===== config.mk =====
export PLATFORM = sky130hd
export DESIGN_NAME = fib_core
export DESIGN_NICKNAME = d
export VERILOG_FILES = /design/src/rtl/fib_pkg.sv /design/src/rtl/fib_ctrl.sv /design/src/rtl/fib_datapath.sv /design/src/rtl/fib_core.sv
export SDC_FILE = /design/constraint.sdc
export NUM_CORES = 1
export LEC_CHECK = 0
export ABC_AREA = 1
export BUFFER_PORTS_ARGS = -buffer_cell sky130_fd_sc_hd__buf_2
export CAP_MARGIN = 20
export CORE_MARGIN = 5
export CORE_UTILIZATION = 56
export CTS_CLUSTER_SIZE = 40
export DETAILED_ROUTE_END_ITERATION = 6
export GPL_ROUTABILITY_DRIVEN = 0
export PLACE_DENSITY = 0.78
export REMOVE_ABC_BUFFERS = 1
export SLEW_MARGIN = 30
export SYNTH_ARGS = -nofsm -noshare
export SYNTH_HDL_FRONTEND = slang
export SYNTH_HIERARCHICAL = 1
export SYNTH_SLANG_ARGS = --single-unit

===== constraint.sdc =====
create_clock -name clk -period 1.7 [get_ports clk]
set_input_delay 0.51 -clock clk [delete_from_list [all_inputs] [get_ports clk]]
set_output_delay 0.51 -clock clk [all_outputs]
set_load 0.1 [all_outputs]

===== src/rtl/fib_pkg.sv =====
package fib_pkg;

  typedef enum logic [1:0] {
    ST_IDLE = 2'd0,
    ST_INIT = 2'd1,
    ST_LOOP = 2'd2,
    ST_DONE = 2'd3
  } fibState_t;

  typedef enum logic {
    SEL_BASE = 1'b0,
    SEL_SUM  = 1'b1
  } resSel_t;

  typedef struct packed {
    logic    latchIdx;
    logic    initLoad;
    logic    step;
    logic    capture;
    resSel_t resSel;
  } fibCtrl_t;

endpackage


===== src/rtl/fib_ctrl.sv =====
module fib_ctrl
  import fib_pkg::*;
(
  input  logic     clk,
  input  logic     rst,
  input  logic     go,
  input  logic     idxSmall,
  input  logic     lastStep,
  output fibCtrl_t strb,
  output logic     done
);

  fibState_t st, nxt;

  always_ff @(posedge clk) begin
    if (rst) st <= ST_IDLE;
    else     st <= nxt;
  end

  always_comb begin
    nxt = st;
    strb = '0;
    strb.resSel = SEL_BASE;
    case (st)
      ST_IDLE, ST_DONE: begin
        if (go) begin
          strb.latchIdx = 1'b1;
          nxt = ST_INIT;
        end
      end
      ST_INIT: begin
        strb.initLoad = 1'b1;
        if (idxSmall) begin
          strb.capture = 1'b1;
          nxt = ST_DONE;
        end else begin
          nxt = ST_LOOP;
        end
      end
      ST_LOOP: begin
        strb.step = 1'b1;
        if (lastStep) begin
          strb.capture = 1'b1;
          strb.resSel = SEL_SUM;
          nxt = ST_DONE;
        end
      end
      default: nxt = ST_IDLE;
    endcase
  end

  assign done = (st == ST_DONE);

endmodule


===== src/rtl/fib_datapath.sv =====
module fib_datapath
  import fib_pkg::*;
#(
  parameter int RES_W = 32,
  parameter int IDX_W = 6
) (
  input  logic             clk,
  input  logic             rst,
  input  fibCtrl_t         strb,
  input  logic [IDX_W-1:0] idx,
  output logic             idxSmall,
  output logic             lastStep,
  output logic [RES_W-1:0] result
);

  localparam logic [IDX_W-1:0] TWO = IDX_W'(2);
  localparam logic [IDX_W-1:0] ONE = IDX_W'(1);

  logic [IDX_W-1:0] idxReg;
  logic [IDX_W-1:0] cntReg;
  logic [RES_W-1:0] prevReg;
  logic [RES_W-1:0] curReg;
  logic [RES_W-1:0] resReg;
  logic [RES_W-1:0] sumVal;
  logic [RES_W-1:0] baseVal;

  assign sumVal   = prevReg + curReg;
  assign baseVal  = (idxReg == '0) ? '0 : RES_W'(1);
  assign idxSmall = (idxReg <= TWO);
  assign lastStep = (cntReg == ONE);

  always_ff @(posedge clk) begin
    if (rst) begin
      idxReg <= '0;
    end else if (strb.latchIdx) begin
      idxReg <= idx;
    end
  end

  always_ff @(posedge clk) begin
    if (rst) begin
      prevReg <= '0;
      curReg  <= '0;
      cntReg  <= '0;
    end else if (strb.initLoad) begin
      prevReg <= RES_W'(1);
      curReg  <= RES_W'(1);
      cntReg  <= idxReg - TWO;
    end else if (strb.step) begin
      prevReg <= curReg;
      curReg  <= sumVal;
      cntReg  <= cntReg - ONE;
    end
  end

  always_ff @(posedge clk) begin
    if (rst) begin
      resReg <= '0;
    end else if (strb.capture) begin
      resReg <= (strb.resSel == SEL_SUM) ? sumVal : baseVal;
    end
  end

  assign result = resReg;

endmodule


===== src/rtl/fib_core.sv =====
module fib_core
  import fib_pkg::*;
#(
  parameter int RES_W = 32,
  parameter int IDX_W = 6
) (
  input  logic             clk,
  input  logic             rst,
  input  logic             go,
  input  logic [IDX_W-1:0] idx,
  output logic [RES_W-1:0] result,
  output logic             done
);

  fibCtrl_t ctrlStrb;
  logic     idxSmall;
  logic     lastStep;

  fib_ctrl ctrl_i (
    .clk      (clk),
    .rst      (rst),
    .go       (go),
    .idxSmall (idxSmall),
    .lastStep (lastStep),
    .strb     (ctrlStrb),
    .done     (done)
  );

  fib_datapath #(.RES_W(RES_W), .IDX_W(IDX_W)) dp_i (
    .clk      (clk),
    .rst      (rst),
    .strb     (ctrlStrb),
    .idx      (idx),
    .idxSmall (idxSmall),
    .lastStep (lastStep),
    .result   (result)
  );

endmodule


# Word level (Yosys, flattened, before mapping)
# Index checks and enable logic that the tools add are counted.
# totals
regBits	110
in_bits	9
out_inout_bits	33
word_cells	44
# op_classes
add_sub_neg	3
n_lt_le_gt_ge	1
n_eq_ne	6
muxes	20
n_reduce_logical	6
# op_table
operator	n
$add A32 B32 Y32	1
$mux W32	1
$mux W1	12
$mux W6	2
$eq A6 B1 Y1 const B	1
$le A6 B2 Y1 const B	1
$logic_not A6 Y1	1
$mux W2	3
$pmux W2 S3	1
$sub A6 B1 Y6 const B	1
$sub A6 B2 Y6 const B	1
$eq A2 B2 Y1 const B	2
$reduce_or A2 Y1	2
$eq A2 B1 Y1 const B	1
$logic_not A2 Y1	1
$ne A2 B1 Y1 const B	1
$ne A2 B2 Y1 const B	1
$pmux W1 S2	1
$reduce_and A2 Y1	1
$reduce_bool A2 Y1	1

# Depth between registers and ports, before layout
# Gate-level depths: netlist of run 1.
# depth
ltp_word	4
ltp_mapped	15
depth_no_buf	15

# Cells and area by module
# The synthesis of run 1 kept the hierarchy.
# by_module_without_submodules
mod	n_inst	cells_per_inst	area_per_inst_um2	seq_area_each_um2
fib_datapath	1	1051	6451.2	2162.1
fib_ctrl	1	30	193.9	40.0

# Least setup slack after synthesis of run 1
# OpenSTA, ideal clock, no wires.
# synth_timing
kind	reg2reg
start	register dp_i.prevReg[0]
end	register dp_i.curReg[24]
setup_ps	109
t_arrival_ps	1710
required_ps	1591
slack_ps	-119
path_stages_with_launch	15
path_buffers	0
period_less_slack_ps	1819
path_cell_list	dfxtp_1 -> ha_1 -> fa_1 -> nand3_1 -> nand3_1 -> nand2_1 -> nand2_1 -> nand2_1 -> nand2_1 -> nand2_1 -> nand3_1 -> nand2_1 -> nand2_1 -> nand2_1 -> inv_1
# synth_between
elab_chain_len	1
# synth_rtl
item	line	source
start, declared	fib_datapath.sv:21	logic [RES_W-1:0] prevReg;
start signal, assigned	fib_datapath.sv:50	prevReg <= curReg;
$add A32 B32 Y32	fib_datapath.sv:27	assign sumVal = prevReg + curReg;
end signal, assigned	fib_datapath.sv:51	curReg <= sumVal;
end, declared	fib_datapath.sv:22	logic [RES_W-1:0] curReg;
# Every way passes these cells.
# A chain may end at the register's enable or synchronous reset.

# Worst setup path in the final report of run 1
# layout_timing
start	register dp_i.prevReg[5]
end	register dp_i.curReg[24]
# Same word-level chain as after synthesis.

==> out/summary.md, run 1 <==
• post-synthesis sequential element count: 110
• count of filler cells inserted in the layout: 446
• CTS clock-pin slew for the worst setup and hold paths: 0.08 ns
• I/O pins: 42
• Max Cap Viol: 0
• yosys synthesis warning count: 6
• Max clock buf depth: 2
• Layout Cells excl Fill: 1,388
• TritonCTS sink count: 110
• top-area cell type share of the netlist area: 33.14%
• final-report hold violation count: 0
• cells along the critical path: ha_4 > buf_6 > nand2_2 > nand2_2 > a21oi_1 > nand2_2 > nand2_1 > nand2_2 > nand2_2 > nand3_1 > nand2_1 > nand2_1 > nand2_1 > inv_1
• Antenna diodes: 0
• cell area after synthesis: 6645 sq um
• violated checks: DRC, setup timing
• antenna violations before repair: 0
• gate count after technology mapping: 1,081
• Avg Vias per Cell: 6.640
• number of buffers created by CTS: 9
• number of nets with antenna violations after routing: 0
• WP data required: 1.98 ns
• final period utilization: 146.8%
• Worst-Margin Slew: 0.6342 ns
• proportion of synthesized chip area in sequential cells: 33.14%
• run status: complete, but fails checks
• clk_skew: 0.01601 ns
• first-pass GRT wire length: 36,860 um
• total power consumption of the routed design: 11.36 mW
• Overflow after GRT: 0
• vias in the first global route: 7,855
• placed insts: 1,341
• maximum achievable frequency: 400.7 MHz
• layout cell share with drive strength beyond 1: 45.86%
• routed wire length per instance: 24.49 um
• highest metal used: met4
• Port Buffers: 41
• final setup violating endpoints: 67
• clock period minus worst slack: 2.495 ns
• total iterations of the first detailed-routing run: 7
• total detailed-routing wirelength: 33,990 um
• placed standard-cell area: 7776 sq um
• placed wire-length estimate: 12,480 um
• most frequent standard cell in the layout excluding fill and tap cells: sky130_fd_sc_hd__nand2_1
• clock latency on the worst-skew pair: 0.39 ns
• power density of the placed cells: 1085 nW/um^2
• Die ar.: 14,140 sq um
• Core Region: 11,520 sq um
• CP most frequent cell: sky130_fd_sc_hd__nand2_2
• H-tree lvl count: 3
• leading post-synthesis cells by cell area: sky130_fd_sc_hd__dfxtp_1 (33%), sky130_fd_sc_hd__nand2_1 (22%), sky130_fd_sc_hd__inv_1 (10%), sky130_fd_sc_hd__a21oi_1 (7.2%), sky130_fd_sc_hd__ha_1 (7.2%)
• quantity of hold-fixing buffers added after cts: 0
• kind of launch point of the worst setup path: register
• met2 WL post-DR: 14,340 um
• Vias: 9,217
• leading cell types in the layout, fill and taps excluded: sky130_fd_sc_hd__nand2_1 (246), sky130_fd_sc_hd__inv_1 (156), sky130_fd_sc_hd__buf_4 (105)
• CP Class: register to register
• largest net degree at the start of global routing: 43
• setup ws final: -0.7954 ns
• number of distinct library cells after synthesis: 28
• GRT Overall Usage: 31.80%
• Largest stage delay, worst path: 0.52 ns
• routed length on met3: 4878 um
• capturing element type of the critical path: register
• Die X-Extent: 118.9 um
• die height: 118.9 um
• worst relative slew slack: 57.72%
• unrepaired setup endpoints after global routing: yes
• Setup TNS: -18.75 ns
• slowest cell on the critical path: sky130_fd_sc_hd__a21oi_1
• clock tree from TritonCTS: yes
• Iter 0 DRT Violations: 1,814
• leakage power total: 5.339 nW
• worst setup slack before clock tree synthesis: -0.2713 ns
• # DRC: 45
• fin nets: 1,288
• growth of design area from synthesis to finish: 57.47%
• maximum VDD drop: 1.163 mV
• worst endpoint data arrival time: 2.78 ns
• worst hold slack: 0.3652 ns
• path class of the lowest-slack min-delay path: primary input to register
• maximum fanout count along the critical path: 3
• Synth area leader: sky130_fd_sc_hd__dfxtp_1
• starting density of the core: 57.70%
• number of slew-limit violations in the final report: 0
• Syn Area/Cell: 6.147 sq um
• root buffer selected by CTS: sky130_fd_sc_hd__clkbuf_16
• std cell rows: 39
• M1 wire length: 10,650 um
• fraction of the core area covered by cells at the end of the flow: 90.86%
• final instance area: 10,460 sq um
==> cell type report <==
type                    count  area (sq um)  share of cell area (%)
multi-input cells         759          5465                   52.23
flip-flops and latches    110          2285                   21.83
repair buffers            180          1556                   14.87
inverters                 180         701.9                   6.708
clock buffers              10         229.0                   2.188
well taps                 143         178.9                   1.710
clock inverters             6         47.55                  0.4544
==> cells in the mapped netlist, drive strengths merged <==
| cell | n |
|---|---|
| a21o | 5 |
| a21oi | 98 |
| a31oi | 4 |
| and2 | 4 |
| buf | 9 |
| clkbuf | 23 |
| dfxtp | 110 |
| fa | 1 |
| ha | 38 |
| inv | 180 |
| nand2 | 391 |
| nand3 | 44 |
| nand3b | 3 |
| nor2 | 103 |
| nor3 | 7 |
| o211ai | 2 |
| o21ai | 37 |
| o21bai | 1 |
| o221ai | 1 |
| o22ai | 1 |
| or2 | 1 |
| xnor2 | 2 |
| xor2 | 16 |
==> path summary, 6_finish.rpt <==
kind / start / end / slack [ns] / cells past startpoint
setup / recovery: dp_i/prevReg[5] / dp_i/curReg[24] / -0.80 / 14
hold / removal: idx[0] / dp_i/idxReg[0] / 0.37 / 3
setup reg to reg: dp_i/prevReg[5] / dp_i/curReg[24] / -0.80 / 14
hold reg to reg: dp_i/result[9] / dp_i/result[9] / 0.46 / 2
==> timing repair <==
item,in CTS,in global routing
buffers inserted,19,16
cloned,4,1
pin swaps,78,107
endpoints found under the setup margin,59,103
gates resized for setup,252,300
==> per-layer routing <==
| layer | up-vias | global-route usage [%] |
|---|---|---|
| met5 | - | 0 |
| met4 | 0 | 17.45 |
| met3 | 488 | 7.630 |
| met2 | 1042 | 54.32 |
| met1 | 4065 | 36.70 |
| li1 | 3622 | - |
==> cell families after synthesis <==
group                    Yosys count  synth area share [%]
AO/OA/AOI/OAI                    149                 11.84
adder cells (fa/ha/maj)           39                 7.456
XOR/XNOR                          18                 2.372
AND/OR/NAND/NOR                  553                 33.04
flip-flops                       110                 33.14
buffers and inverters            212                 12.14
==> flip-flops by register name, summed over array words and instances (netlist names) <==
register / cells
ctrl_i/st: 2
dp_i/cntReg: 6
dp_i/curReg: 32
dp_i/idxReg: 6
dp_i/prevReg: 32
dp_i/result: 32
==> report_power, final <==
group	leakage [nW]	total (mW)	switching [mW]	internal [mW]
Clock	0.121	2.09	1.09	1.00
Sequential	0.920	3.51	0.474	3.03
Combinational	4.30	5.76	3.39	2.37
Total	5.34	11.4	4.95	6.41
==> critical path: cells and delay by family (launching register included) <==
kind / cells / cell delay, ns
DFF: 1 / 0.35
buffers and inverters: 2 / 0.18
adders and majority gates: 1 / 0.26
AOI/OAI and AO/OA: 1 / 0.52
and+or+nand+nor: 10 / 1.05
Power figures use the tool's default switching activity.
==> inputs of run 2 (changes only) <==
SYNTH_HIERARCHICAL = default   (was 1)
==> out/summary.md, run 2 <==
• CP Class: register to register
• vias in the first global route: 6,499, -17%
• number of slew-limit violations in the final report: 0, unchanged
• clock tree from TritonCTS: yes
• TritonCTS sink count: 110, unchanged
• leading post-synthesis cells by cell area: sky130_fd_sc_hd__dfxtp_1 (33%), sky130_fd_sc_hd__nand2_1 (19%), sky130_fd_sc_hd__inv_1 (10%), sky130_fd_sc_hd__a21oi_1 (8.1%), sky130_fd_sc_hd__ha_1 (6.9%)
• GRT Overall Usage: 25.68%, -6.1 points
• root buffer selected by CTS: sky130_fd_sc_hd__clkbuf_16
• CTS clock-pin slew for the worst setup and hold paths: 0.07 ns, about the same
• origin of the worst min-delay path: idx[0]
• final setup violating endpoints: 58, -13%
• primary flip-flop cell chosen by synthesis mapping: sky130_fd_sc_hd__dfxtp_1
• number of buffers created by CTS: 9, unchanged
• number of nets with antenna violations after routing: 0, unchanged
• yosys synthesis warning count: 0, -6
• unrepaired setup endpoints after global routing: yes
• Max clock buf depth: 2, unchanged
• net switching power figure: 4.744 mW, -4.1%
• clock latency on the worst-skew pair: 0.36 ns, -0.03 ns
• maximum VDD drop: 0.9993 mV, -14%
• Antenna diodes: 0, unchanged
• synth cell count leaders: sky130_fd_sc_hd__nand2_1 (339), sky130_fd_sc_hd__inv_1 (188), sky130_fd_sc_hd__dfxtp_1 (110)
• worst relative slew slack: 67.68%, +10 points
• largest net degree at the start of global routing: 75, +74%
• Setup TNS: -8.017 ns, +10.73 ns
• Max Cap Viol: 0, unchanged
• proportion of synthesized chip area in sequential cells: 32.69%, -0.45 points
• maximum achievable frequency: 480.1 MHz, +20%
• fraction of power consumed by the clock network: 17.6%, -0.8 points
• leading cell types in the layout, fill and taps excluded: sky130_fd_sc_hd__nand2_1 (233), sky130_fd_sc_hd__inv_1 (178), sky130_fd_sc_hd__a21oi_1 (71)
• sequential power share: 32.3%, +1.4 points
• run status: complete, but fails checks
• Worst-Margin Slew: 0.4882 ns, -0.1460 ns
• placed wire-length estimate: 12,040 um, -3.5%
• post-synthesis sequential element count: 110, unchanged
• H-tree lvl count: 3, unchanged
• Synth area leader: sky130_fd_sc_hd__dfxtp_1
• Avg Vias per Cell: 5.755, -13%
• # DRC: 0, -100%
• fraction of power spent switching nets: 42.12%, -1.4 points
• cell area after synthesis: 6736 sq um, +1.4%
• growth of design area from synthesis to finish: 40.79%
• maximum fanout count along the critical path: 5, +2
• Overflow after GRT: 0, unchanged
• kind of launch point of the worst setup path: register
• first-pass GRT wire length: 29,930 um, -19%
• leakage power total: 4.723 nW, -12%
• std cell rows: 40, +2.6%
• final-report hold violation count: 0, unchanged
• Vias: 7,470, -19%
• total detailed-routing wirelength: 23,130 um, -32%
• layout cell share with drive strength beyond 1: 38.49%, -7.4 points
• WP data required: 1.97 ns, about the same
• die height: 119.7 um, +0.63%
• capturing element type of the critical path: register
• Core Region: 11,910 sq um, +3.4%
• Syn Area/Cell: 6.403 sq um, +4.2%
• I/O pins: 42, unchanged
• post-synthesis async set-or-reset flop share: 0%, unchanged
• violated checks: setup timing
• most frequent standard cell in the layout excluding fill and tap cells: sky130_fd_sc_hd__nand2_1
• top-area cell type share of the netlist area: 32.69%, -0.45 points
• path class of the lowest-slack min-delay path: primary input to register
• Comb power frac: 50.1%, -0.6 points
• clock period minus worst slack: 2.083 ns, -0.4126 ns
• cell with the most instances after synthesis: sky130_fd_sc_hd__nand2_1
• clk_skew: 0.01020 ns, -0.005814 ns
• final period utilization: 122.5%, -24 points
• Die ar.: 14,320 sq um, +1.3%
• Setup crit start: dp_i.prevReg[22]
• Die X-Extent: 119.7 um, +0.63%
• antenna violations before repair: 0, unchanged
• cell-internal power: 6.520 mW, +1.7%
• number of distinct library cells after synthesis: 42, +50%
• total iterations of the first detailed-routing run: 6, -1
• power density of the placed cells: 1188 nW/um^2, +9.5%
• source of the worst register-to-register timing path: dp_i.prevReg[22]
• quantity of hold-fixing buffers added after cts: 0, unchanged
• setup ws final: -0.3828 ns, +0.4126 ns
• starting density of the core: 56.55%, -1.1 points
• Iter 0 DRT Violations: 843, -54%
• worst setup slack before clock tree synthesis: -0.2368 ns, +0.03457 ns
• EDFF count, synth: 0, unchanged
• count of filler cells inserted in the layout: 698, +57%
• routed wire length per instance: 17.82 um, -27%
• gate count after technology mapping: 1,052, -2.7%
• Port Buffers: 41, unchanged
• worst endpoint data arrival time: 2.35 ns, -0.43 ns
• fin nets: 1,194, -7.3%
## run 2: cell count changes after synthesis, moves of 4 or more
cell                       previous run  this run
sky130_fd_sc_hd__o21ai_0             37        59
sky130_fd_sc_hd__inv_1              179       188
sky130_fd_sc_hd__nor2_1             102        67
sky130_fd_sc_hd__buf_6                0         5
sky130_fd_sc_hd__nand2_2              6        12
sky130_fd_sc_hd__nand3_1             44        36
sky130_fd_sc_hd__nand2_1            385       339
sky130_fd_sc_hd__a211oi_1             0         4
sky130_fd_sc_hd__a21oi_1             95       109
sky130_fd_sc_hd__buf_2                9         5
sky130_fd_sc_hd__nand3_2              0         5
sky130_fd_sc_hd__clkbuf_1            23        12
sky130_fd_sc_hd__buf_1                0         5
## run 2: critical path, stage by stage (launching register included)
cell and delay [ns]:
sky130_fd_sc_hd__dfxtp_1 0.34, sky130_fd_sc_hd__ha_4 0.31, sky130_fd_sc_hd__nand2_1 0.10, sky130_fd_sc_hd__nor2_1 0.20, sky130_fd_sc_hd__inv_1 0.12, sky130_fd_sc_hd__nor3_1 0.38
sky130_fd_sc_hd__nand2_4 0.10, sky130_fd_sc_hd__nand2_2 0.09, sky130_fd_sc_hd__nand2_2 0.06, sky130_fd_sc_hd__nand2_1 0.07, sky130_fd_sc_hd__nand2_1 0.07, sky130_fd_sc_hd__nand2_1 0.10
sky130_fd_sc_hd__inv_1 0.04
## run 2: power groups by stage
stage,sequential (mW),combinational (mW),clock [mW]
floorplan,3.44,2.62,0
global placement,3.44,4.02,0
detailed placement,3.45,4.10,0
CTS,3.57,4.70,2.00
global route,3.69,6.10,2.11
finish,3.64,5.64,1.98
## run 2: layout make-up
type	count	area (sq um)	share of cell area, %
sequential	110	2255	23.77
tap	147	183.9	1.939
clock inverter	3	21.27	0.2243
inverter	190	725.7	7.652
clock buffer	12	246.5	2.599
timing repair buffer	116	1018	10.74
multi-input combinational	720	5034	53.07
## run 2: repair_timing
| item | in CTS | in global routing |
|---|---|---|
| pin swaps | 58 | 89 |
| gates cloned | 0 | 3 |
| endpoints found under the setup margin | 58 | 64 |
| buffers inserted | 5 | 6 |
| resized for setup | 149 | 260 |
## run 2: logic make-up (layout without fill, tap and decap cells)
group,Yosys count,after routing,share of synthesized area [%]
simple gates,482,482,29.96
xor+xnor,17,17,2.322
fa+ha+maj,38,38,7.169
buf+inv,222,321,13.65
compound gates,183,183,14.21
flops,110,110,32.69
## run 2: final timing paths
| path | to | slack, ns | depth (start not counted) |
|---|---|---|---|
| max | dp_i.curReg[24] | -0.38 | 12 |
| min | dp_i.idxReg[0] | 0.40 | 3 |
| min reg2reg | dp_i.result[14] | 0.46 | 2 |
| max reg2reg | dp_i.curReg[24] | -0.38 | 12 |
## run 2: through the flow
| stage | hold slack, ns | area (sq um) | std cells | power [mW] | util [%] |
|---|---|---|---|---|---|
| final | 0.3952 | 9484 | 1298 | 11.26 | 79.62 |
| after global routing | 0.4419 | 9484 | 1298 | 11.90 | 79.62 |
| after CTS | 0.3914 | 8422 | 1290 | 10.27 | 70.70 |
| after detailed placement | 0.4518 | 7485 | 1271 | 7.550 | 62.84 |
| after global placement | 0.4459 | 7485 | 1271 | 7.458 | 62.84 |
| after floorplan | 0.4375 | 6530 | 1020 | 6.061 | - |
## run 2: per-layer routing
| layer | global-route usage, % | routed length, um | vias to the layer above |
|---|---|---|---|
| met3 | 4.571 | 1989 | 160 |
| met1 | 32.10 | 8752 | 3406 |
| met4 | 12.53 | 1504 | 0 |
| li1 | - | - | 3445 |
| met2 | 42.76 | 10880 | 459 |
| met5 | 0 | 0 | - |
==> inputs of run 3 (changes only) <==
REMOVE_ABC_BUFFERS = default   (was 1)
==> out/summary.md, run 3 (synthesis results as in run 2) <==
• Overflow after GRT: 0, unchanged
• GR Layer Usage met1: 32.51%, +0.40 points
• slowest cell on the critical path: sky130_fd_sc_hd__dfxtp_4
• worst reg2reg path endpoint: dp_i.curReg[30]
• placed insts: 1,265, -0.47%
• GRT Overall Usage: 25.87%, +0.19 points
• Iter 0 DRT Violations: 761, -9.7%
• TritonCTS sink count: 110, unchanged
• total detailed-routing wirelength: 23,290 um, +0.70%
• most frequent standard cell in the layout excluding fill and tap cells: sky130_fd_sc_hd__nand2_1
• growth of design area from synthesis to finish: 36.48%
• antenna violations before repair: 0, unchanged
• clock period minus worst slack: 2.023 ns, -0.05930 ns
• final-report hold violation count: 0, unchanged
• worst relative slew slack: 66.85%, -0.82 points
• violated checks: setup timing
• I/O pins: 42, unchanged
• clock latency on the worst-skew pair: 0.37 ns, about the same
• Crit path buffers/inverters: 2, unchanged
• worst endpoint data arrival time: 2.30 ns, -0.05 ns
• CTS clock-pin slew for the worst setup and hold paths: 0.08 ns, about the same
• maximum achievable frequency: 494.2 MHz, +2.9%
• Core Region: 11,910 sq um, unchanged
• Die X-Extent: 119.7 um, unchanged
• Worst-Margin Slew: 0.5006 ns, +0.01246 ns
• Reg2Reg Depth: 14, +2
• Avg Vias per Cell: 5.666, -1.5%
• Max clock buf depth: 2, unchanged
• maximum fanout count along the critical path: 4, -1
• placed wire-length estimate: 12,040 um, about the same
• Levels on crit path: 14, +2
• fin nets: 1,194, unchanged
• kind of launch point of the worst setup path: register
• vias in the first global route: 6,436, -0.97%
• root buffer selected by CTS: sky130_fd_sc_hd__clkbuf_16
• total iterations of the first detailed-routing run: 5, -1
• layout cell share with drive strength beyond 1: 34.98%, -3.5 points
• Vias: 7,360, -1.5%
• clock tree from TritonCTS: yes
• CP Class: register to register
• Layout Cells excl Fill: 1,299, +0.077%
• reg-to-reg slack, setup: -0.32 ns, +0.06 ns
• met2 track demand over resource in global routing: 44.39%, +1.6 points
• number of buffers created by CTS: 9, unchanged
• Max Cap Viol: 0, unchanged
• clk_skew: 0.008656 ns, -0.001540 ns
• H-tree lvl count: 3, unchanged
• syn nets: 1,099
• Antenna diodes: 0, unchanged
• Critical path destination: dp_i.curReg[30]
• number of slew-limit violations in the final report: 0, unchanged
• leakage power total: 4.599 nW, -2.6%
• path class of the lowest-slack min-delay path: primary input to register
• CP most frequent cell: sky130_fd_sc_hd__nand2_1
• Setup crit start: dp_i.prevReg[12]
• Die ar.: 14,320 sq um, unchanged
• std cell rows: 40, unchanged
• power density of the placed cells: 1251 nW/um^2, +5.3%
• Largest stage delay, worst path: 0.36 ns, -0.02 ns
• source of the worst register-to-register timing path: dp_i.prevReg[12]
• worst hold slack: 0.3893 ns, -0.005900 ns
• unrepaired setup endpoints after global routing: yes
• Port Buffers: 41, unchanged
• maximum VDD drop: 1.331 mV, +33%
• Most Used Layer, Global Route: met2
• setup ws final: -0.3235 ns, +0.05930 ns
• met3 Use GR: 3.252%, -1.3 points
• final setup violating endpoints: 57, -1.7%
• routed wire length per instance: 17.93 um, +0.62%
• run status: complete, but fails checks
• capturing element type of the critical path: register
• die height: 119.7 um, unchanged
• largest net degree at the start of global routing: 55, -27%
• # DRC: 0, unchanged
• first-pass GRT wire length: 30,220 um, +0.97%
• leading cell types in the layout, fill and taps excluded: sky130_fd_sc_hd__nand2_1 (259), sky130_fd_sc_hd__inv_1 (182), sky130_fd_sc_hd__a21oi_1 (82)
• final period utilization: 119.0%, -3.5 points
• WP data required: 1.98 ns, about the same
• cells along the critical path: ha_4 > nand2_2 > inv_1 > nand2_1 > nor3_1 > nand2_2 > nand2_4 > nand2_4 > nand2_1 > nand2_2 > nand2_1 > nand2_1 > nand2_1 > inv_1
• kind of cell with the highest combined delay on the critical path: simple AND/OR/NAND/NOR gates
• starting density of the core: 56.55%, unchanged
• number of nets with antenna violations after routing: 0, unchanged
[run 3: cell count changes in the layout (fill, tap and decap cells not counted), sizes merged]
cell and change:
clkbuf -24, clkinvlp +1, bufinv +1, clkinv -2, inv +4, buf +21
[run 3: repair_timing]
item,in CTS,in global routing
setup endpoints to repair,56,68
pin swaps,13,44
resized for setup,102,187
gates cloned,0,5
endpoints found under the hold margin,0,0
buffers inserted,2,11
hold buffers,0,0
[run 3: layout make-up]
type                       instances  area [sq um]
fill                             764          2718
clock buffer                       9         225.2
timing repair buffer             116         994.7
clock inverter                     7         80.08
tap                              147         183.9
sequential                       110          2256
inverter                         190         718.2
multi-input combinational        720          4736
[run 3: how the worst min path moves through the flow]
stage,cells past startpoint,from,endpoint,slack (ns)
global placement,2,dp_i.result[3],dp_i.result[3],0.45
floorplan,2,dp_i.cntReg[2],dp_i.cntReg[2],0.44
global route,3,idx[5],dp_i.idxReg[5],0.41
finish,3,idx[4],dp_i.idxReg[4],0.39
CTS,3,idx[4],dp_i.idxReg[4],0.39
detailed placement,2,dp_i.result[26],dp_i.result[26],0.45
[run 3: report_power, final]
part           leakage [nW]  total (mW)  internal, mW  switching, mW
logic                  3.54        5.59          2.35           3.24
registers             0.912        3.66          3.14          0.521
clock network         0.143        2.25          1.16           1.08
[run 3: through the flow]
stage | power (mW) | worst slack [ns] | instance area [sq um] | TNS [ns] | util [%]
floorplan | 6.248 | -0.002992 | 6769 | -0.002992 | -
global placement | 7.364 | -0.1577 | 7487 | -3.264 | 62.86
detailed placement | 7.443 | -0.1851 | 7487 | -3.968 | 62.86
CTS | 10.29 | -0.1154 | 8356 | -1.492 | 70.15
global route | 12.06 | -0.3849 | 9194 | -12.50 | 77.18
finish | 11.50 | -0.3235 | 9194 | -8.325 | 77.18
[run 3: metal layers]
layer	part of all wire, %	vias up	wire, um
li1	-	3452	-
met1	39	3400	9016
met2	47	379	11030
met3	7.1	129	1658
met4	6.8	0	1589
met5	0	-	0
[run 3: worst register-to-register path: cells and delay by family, from the launching register on]
kind,cells,cell delay (ns)
fa+ha+maj,1,0.30
flops,1,0.36
buf+inv,2,0.12
simple gates,11,1.15
